==> config.mk <==
export PLATFORM = sky130hd
export DESIGN_NAME = rdp_read_ctrl
export DESIGN_NICKNAME = d
export VERILOG_FILES = /design/src/rtl/rdp_pkg.sv /design/src/rtl/rdp_mode_fsm.sv /design/src/rtl/rdp_blk_shift.sv /design/src/rtl/rdp_addr_ctr.sv /design/src/rtl/rdp_read_ctrl.sv
export SDC_FILE = /design/constraint.sdc
export NUM_CORES = 1
export LEC_CHECK = 0
export ABC_AREA = 1
export BUFFER_PORTS_ARGS = -buffer_cell sky130_fd_sc_hd__clkbuf_2
export CAP_MARGIN = 20
export CORE_MARGIN = 2
export CORE_UTILIZATION = 66
export DETAILED_ROUTE_END_ITERATION = 8
export GPL_TIMING_DRIVEN = 0
export MAX_ROUTING_LAYER = met4
export PLACE_DENSITY = 0.84
export SETUP_SLACK_MARGIN = 0.3
export SLEW_MARGIN = 30
export SYNTH_ARGS = -nofsm -noshare
export SYNTH_HDL_FRONTEND = slang
export SYNTH_HIERARCHICAL = 1
export SYNTH_SLANG_ARGS = --single-unit
==> constraint.sdc <==
create_clock -name rclk -period 3.8 [get_ports rclk]
set_input_delay 0.76 -clock rclk [delete_from_list [all_inputs] [get_ports rclk]]
set_output_delay 0.76 -clock rclk [all_outputs]
set_load 0.1 [all_outputs]
==> src/rtl/rdp_pkg.sv <==
package rdp_pkg;

    typedef enum logic [2:0] {
        ST_IDLE = 3'd0,
        ST_DET  = 3'd1,
        ST_LOAD = 3'd2,
        ST_LAT  = 3'd3,
        ST_RUN  = 3'd4
    } rdp_state_e;

    function automatic int max3(input int a, input int b, input int c);
        int m;
        m = (a > b) ? a : b;
        return (m > c) ? m : c;
    endfunction

endpackage

==> src/rtl/rdp_mode_fsm.sv <==
module rdp_mode_fsm
    import rdp_pkg::*;
#(
    parameter int ADDR_BITS = 13,
    parameter int LATENCY   = 20
) (
    input  logic clk,
    input  logic arst_n,
    input  logic rst_req,
    input  logic rd_en,
    input  logic out_en,
    output logic shift_en,
    output logic load_go,
    output logic adv_en,
    output logic valid
);
    localparam int CNT_W = $clog2(max3(LATENCY, ADDR_BITS, 4) + 1);
    localparam logic [CNT_W-1:0] SHIFT_LAST = CNT_W'(ADDR_BITS - 1);
    localparam logic [CNT_W-1:0] LAT_LAST   = CNT_W'(LATENCY - 1);
    localparam logic [CNT_W-1:0] DET_LAST   = CNT_W'(3);

    typedef struct packed {
        rdp_state_e       state;
        logic [CNT_W-1:0] cnt;
    } fsm_t;

    fsm_t fsm_d, fsm_q;

    always_comb begin
        fsm_d = fsm_q;
        if (rst_req) begin
            fsm_d.state = ST_DET;
            fsm_d.cnt   = '0;
        end else begin
            unique case (fsm_q.state)
                ST_IDLE: fsm_d = fsm_q;
                ST_DET: begin
                    if (fsm_q.cnt == '0) begin
                        if (!rd_en && out_en) fsm_d.cnt = fsm_q.cnt + 1'b1;
                        else                  fsm_d.state = ST_RUN;
                    end else if (rd_en && out_en) begin
                        if (fsm_q.cnt == DET_LAST) begin
                            fsm_d.state = ST_LOAD;
                            fsm_d.cnt   = '0;
                        end else begin
                            fsm_d.cnt = fsm_q.cnt + 1'b1;
                        end
                    end else begin
                        fsm_d.state = ST_RUN;
                    end
                end
                ST_LOAD: begin
                    if (fsm_q.cnt == SHIFT_LAST) begin
                        fsm_d.state = ST_LAT;
                        fsm_d.cnt   = '0;
                    end else begin
                        fsm_d.cnt = fsm_q.cnt + 1'b1;
                    end
                end
                ST_LAT: begin
                    if (fsm_q.cnt == LAT_LAST) begin
                        fsm_d.state = ST_RUN;
                        fsm_d.cnt   = '0;
                    end else begin
                        fsm_d.cnt = fsm_q.cnt + 1'b1;
                    end
                end
                ST_RUN:  fsm_d = fsm_q;
                default: fsm_d.state = ST_IDLE;
            endcase
        end
    end

    always_ff @(posedge clk or negedge arst_n) begin
        if (!arst_n) begin
            fsm_q.state <= ST_IDLE;
            fsm_q.cnt   <= '0;
        end else begin
            fsm_q <= fsm_d;
        end
    end

    assign valid    = (fsm_q.state == ST_DET) || (fsm_q.state == ST_RUN);
    assign shift_en = (fsm_q.state == ST_LOAD) && !rst_req;
    assign load_go  = (fsm_q.state == ST_LAT) && (fsm_q.cnt == LAT_LAST) && !rst_req;
    assign adv_en   = valid && rd_en && !rst_req;

    AST_LOAD_EXCL: assert property (@(posedge clk) disable iff (!arst_n)
        $onehot0({shift_en, load_go, adv_en})) else $error("AST_LOAD_EXCL");
    AST_VALID_STICKY: assert property (@(posedge clk) disable iff (!arst_n)
        (valid && !rst_req && !(fsm_q.state == ST_DET)) |=> valid) else $error("AST_VALID_STICKY");
    AST_SHIFT_TO_LAT: assert property (@(posedge clk) disable iff (!arst_n)
        (shift_en && fsm_q.cnt == SHIFT_LAST) |=> !valid) else $error("AST_SHIFT_TO_LAT");
    AST_GO_VALID: assert property (@(posedge clk) disable iff (!arst_n)
        load_go |=> valid) else $error("AST_GO_VALID");
endmodule

==> src/rtl/rdp_blk_shift.sv <==
module rdp_blk_shift #(
    parameter int ADDR_BITS  = 13,
    parameter int NUM_BLKS   = 6144,
    parameter int BLK_WORDS  = 40,
    parameter int ADDR_W     = 18
) (
    input  logic              clk,
    input  logic              arst_n,
    input  logic              shift_en,
    input  logic              sdi,
    output logic [ADDR_W-1:0] blk_start
);
    localparam logic [ADDR_BITS:0]  BLK_LIM = (ADDR_BITS + 1)'(NUM_BLKS);
    localparam logic [ADDR_W-1:0]   WORDS_W = ADDR_W'(BLK_WORDS);
    localparam logic [ADDR_W-1:0]   TOTAL_W = ADDR_W'(NUM_BLKS * BLK_WORDS - 1);

    typedef struct packed {
        logic [ADDR_BITS-1:0] sr;
    } shf_t;

    shf_t shf_d, shf_q;

    always_comb begin
        shf_d = shf_q;
        if (shift_en) shf_d.sr = {sdi, shf_q.sr[ADDR_BITS-1:1]};
    end

    always_ff @(posedge clk or negedge arst_n) begin
        if (!arst_n) shf_q.sr <= '0;
        else         shf_q    <= shf_d;
    end

    always_comb begin
        if ({1'b0, shf_q.sr} < BLK_LIM) blk_start = ADDR_W'(shf_q.sr) * WORDS_W;
        else                            blk_start = '0;
    end

    AST_START_RANGE: assert property (@(posedge clk) disable iff (!arst_n)
        blk_start <= TOTAL_W) else $error("AST_START_RANGE");
endmodule

==> src/rtl/rdp_addr_ctr.sv <==
module rdp_addr_ctr #(
    parameter int ADDR_W    = 18,
    parameter int TOTAL     = 245760
) (
    input  logic              clk,
    input  logic              arst_n,
    input  logic              clr,
    input  logic              load,
    input  logic [ADDR_W-1:0] load_val,
    input  logic              adv,
    output logic [ADDR_W-1:0] addr
);
    localparam logic [ADDR_W-1:0] LAST = ADDR_W'(TOTAL - 1);

    typedef struct packed {
        logic [ADDR_W-1:0] ptr;
    } ctr_t;

    ctr_t ctr_d, ctr_q;

    always_comb begin
        ctr_d = ctr_q;
        if (clr)       ctr_d.ptr = '0;
        else if (load) ctr_d.ptr = load_val;
        else if (adv)  ctr_d.ptr = (ctr_q.ptr == LAST) ? '0 : ctr_q.ptr + 1'b1;
    end

    always_ff @(posedge clk or negedge arst_n) begin
        if (!arst_n) ctr_q.ptr <= '0;
        else         ctr_q     <= ctr_d;
    end

    assign addr = ctr_q.ptr;

    AST_HOLD: assert property (@(posedge clk) disable iff (!arst_n)
        (!clr && !load && !adv) |=> $stable(addr)) else $error("AST_HOLD");
    AST_STEP: assert property (@(posedge clk) disable iff (!arst_n)
        (!clr && !load && adv && addr != LAST) |=> (addr == $past(addr) + 1'b1)) else $error("AST_STEP");
    AST_WRAP: assert property (@(posedge clk) disable iff (!arst_n)
        (!clr && !load && adv && addr == LAST) |=> (addr == '0)) else $error("AST_WRAP");
endmodule

==> src/rtl/rdp_read_ctrl.sv <==
module rdp_read_ctrl #(
    parameter int NUM_BLKS  = 6144,
    parameter int BLK_WORDS = 40,
    parameter int ADDR_BITS = 13,
    parameter int LATENCY   = 20,
    parameter int ADDR_W    = $clog2(NUM_BLKS * BLK_WORDS)
) (
    input  logic              rclk,
    input  logic              arst_n,
    input  logic              rd_rst_n,
    input  logic              rd_en,
    input  logic              out_en,
    input  logic              blk_sdi,
    output logic [ADDR_W-1:0] rd_addr,
    output logic              data_valid,
    output logic              drive_en
);
    localparam int TOTAL = NUM_BLKS * BLK_WORDS;

    logic              rst_req;
    logic              shift_en;
    logic              load_go;
    logic              adv_en;
    logic [ADDR_W-1:0] blk_start;
    logic              drv_d, drv_q;

    assign rst_req = !rd_rst_n;

    rdp_mode_fsm #(
        .ADDR_BITS (ADDR_BITS),
        .LATENCY   (LATENCY)
    ) u_fsm (
        .clk      (rclk),
        .arst_n   (arst_n),
        .rst_req  (rst_req),
        .rd_en    (rd_en),
        .out_en   (out_en),
        .shift_en (shift_en),
        .load_go  (load_go),
        .adv_en   (adv_en),
        .valid    (data_valid)
    );

    rdp_blk_shift #(
        .ADDR_BITS (ADDR_BITS),
        .NUM_BLKS  (NUM_BLKS),
        .BLK_WORDS (BLK_WORDS),
        .ADDR_W    (ADDR_W)
    ) u_shift (
        .clk       (rclk),
        .arst_n    (arst_n),
        .shift_en  (shift_en),
        .sdi       (blk_sdi),
        .blk_start (blk_start)
    );

    rdp_addr_ctr #(
        .ADDR_W (ADDR_W),
        .TOTAL  (TOTAL)
    ) u_ctr (
        .clk      (rclk),
        .arst_n   (arst_n),
        .clr      (rst_req),
        .load     (load_go),
        .load_val (blk_start),
        .adv      (adv_en),
        .addr     (rd_addr)
    );

    always_comb drv_d = out_en;

    always_ff @(posedge rclk or negedge arst_n) begin
        if (!arst_n) drv_q <= 1'b0;
        else         drv_q <= drv_d;
    end

    assign drive_en = drv_q;

    AST_READ_RESET: assert property (@(posedge rclk) disable iff (!arst_n)
        rst_req |=> (rd_addr == '0 && data_valid)) else $error("AST_READ_RESET");
    AST_DRIVE_FOLLOW: assert property (@(posedge rclk) disable iff (!arst_n)
        $rose(out_en) |=> drive_en) else $error("AST_DRIVE_FOLLOW");
    AST_DRIVE_OFF: assert property (@(posedge rclk) disable iff (!arst_n)
        $fell(out_en) |=> !drive_en) else $error("AST_DRIVE_OFF");
endmodule

==> metrics.yaml <==
floorplan.die_area_sq_um: 5961
worst-path-max-fanout: 4
clock-root-buffer: "clkbuf_8"
syn-cell-area_sq_um: 3537
synthAdderAreaFrac_pct: 9.409
dp_worst_setup_slack_ns: 1.166
fmax_mhz: 404.8
grt_pass1_vias: 3490
ys_ff_latch: 40
slew_headroom_pct: 54.78
worst_slack_ns: 1.330
synth_edf_count: 0
critPathBufInv: 3
multi_input_area_sq_um: 2206
cts_tree: "built"
htreeDepth: 2
crit_path_end_kind: "primary output"
async_flop_share_pct: 100.0
synth-simple-area-share_pct: 40.96
final_cell_mix: "nand2_1, inv_1, nor2_1"
routed_wl_mm: 8.177
stdcell_count: 651
synth_area_leader_cell: "dfrtp_1"
cts_buffer_depth: 2
fin_util_pct: 75.37
ant_nets: 0
io_buffers: 25
regToRegSetupSlack_ns: 1.47
vias: 3534
worstSetupPathDepth: 6
min_period_ns: 2.470
drt_iter0_markers: 175
syn_avg_cell_area_sq_um: 6.478
seq_area_sq_um: 1001
critical_path_class: "register to primary output"
start_util_pct: 68.82
holdWs_ns: 0.4863
rr_endpoint: "u_ctr/addr[12]"
clk_pin_slew_ns: 0.09
slowest_delay_ns: 0.44
drv_slew: 0
grtUsageTotal_pct: 30.88
netlist_instances: 546
hold_viol: 0
dp_cells: 643
synth_warnings: 6
start_kind: "register"
arrival_ns: 1.71
finalPower_mw: 2.971
grt_first_pass_wirelength_mm: 14.75
crit_chain: "inv_2 -> nand2_1 -> nor2_2 -> a21oi_1 -> inv_1 -> clkbuf_2"
synth_compound_area_share_pct: 8.949
drive_above_1_share_pct: 14.63
die_x_um: 77.21
cts_setup_buffers: 0
grt.overflow.total: 0
placed_area_sq_um: 3766
antenna_found_initial: 0
synth_top_family_by_area: "simple AND/OR/NAND/NOR gates"
die_h_um: 77.21
gp_congestion: 0.9684
reg2reg_depth: 14
num_antenna_cells: 0
hp-class: "input pin to async pin"
hold_buffers: 0
grt_start_max_net_pins: 41
fin_worst_skew_ns: 0.01012
final_cell_area_sq_um: 3874
wire_per_inst_um: 12.56
setup-violations-final: 0
period_share_pct: 65.01
synth_mux_area_share_pct: 0.3184
pin_count: 26
synth_cell_type_count: 35
rsz0062_at_grt: "false"
cellPowerDensity_nw_per_um2: 766.9
drc_errors: 0
worst_pin_slew_ns: 0.6727
synthFlopType: "dfrtp_1"
synth-xor-area-share_pct: 2.229
dr.pass1.iters: 4
cp_slowest_cell: "dfrtp_1"
ctsResizeCount: 0
crit_path_start: "u_fsm/fsm_q[7]"
drv_cap: 0
p_leak_nw: 2.070
rows: 26
worstPathRequired_ns: 3.04
synth_top_area_share_pct: 28.30
clock-sinks: 40
layout_commonest_cell: "nand2_1"
numCtsBuffers: 5
viasPerCell: 5.429
fillers: 455
cp-endpoint: "data_valid"
clk_latency_ns: 0.30
synth_area_leaders: "dfrtp_1, nand2_1, ha_1, inv_1, nand3_1"
area_delta_synth_final_pct: 9.516
fin_nets: 612
status: "finished clean"
crit_family: "buffers and inverters"
hpwlAfterDp_mm: 6.295
core_sq_um: 5140
r2r-start: "u_shift/shf_q[3]"
irDropWorstVdd_mv: 0.7580
finalSetupTns_ns: 0
synth_seq_area_share_pct: 28.30
## flip-flops by register name (all words and copies together), names as in the netlist
signal / cells
drive_en: 1
u_ctr/addr: 18
u_shift/shf_q: 13
u_fsm/fsm_q: 8
## how the worst min path moves through the flow
stage | endpoint | depth (start not counted) | startpoint
final | u_shift/shf_q[10] | 1 | arst_n
after floorplan | drive_en | 0 | arst_n
after global placement | u_shift/shf_q[0] | 2 | u_shift/shf_q[1]
after CTS | u_shift/shf_q[10] | 1 | arst_n
after detailed placement | u_shift/shf_q[0] | 2 | u_shift/shf_q[1]
after global routing | u_shift/shf_q[9] | 1 | arst_n
## Yosys cell counts (all sizes together) (4+ instances only)
cell type	n
a21oi	16
buf	10
dfrtp	40
ha	25
inv	71
nand2	204
nand3	47
nand4	7
nor2	67
nor3	4
o21ai	29
o21bai	5
xor2	8
## power breakdown
part           switching [mW]  leakage [nW]  internal [mW]
registers               0.119         0.522          0.529
logic                    1.29          1.49          0.686
clock network           0.156        0.0552          0.195
## metal layers
layer | global-route usage, % | up-vias | wire length [um]
met1 | 37.66 | 1631 | 3735
met4 | 7.143 | 0 | 83
met2 | 54.52 | 93 | 4013
met5 | - | - | 0
met3 | 3.882 | 13 | 345
li1 | - | 1797 | -
## area by class of cell
| class | instances | share of cell area (%) |
|---|---|---|
| multi-input combinational | 424 | 56.94 |
| sequential | 40 | 25.84 |
| inverter | 72 | 6.977 |
| timing repair buffer | 25 | 3.295 |
| tap | 70 | 2.261 |
| buffer | 12 | 1.906 |
| clock buffer | 6 | 1.873 |
| clock inverter | 2 | 0.9044 |
## logic make-up (layout without fill, tap and decap cells)
family	after synthesis	count (layout)
adders and majority gates	26	26
muxes	1	1
other	1	3
xor gates and xnor gates	9	9
AOI/OAI and AO/OA	53	53
buffers and inverters	84	117
and+or+nand+nor	332	332
DFF	40	40
(Power assumes the default switching activity.)
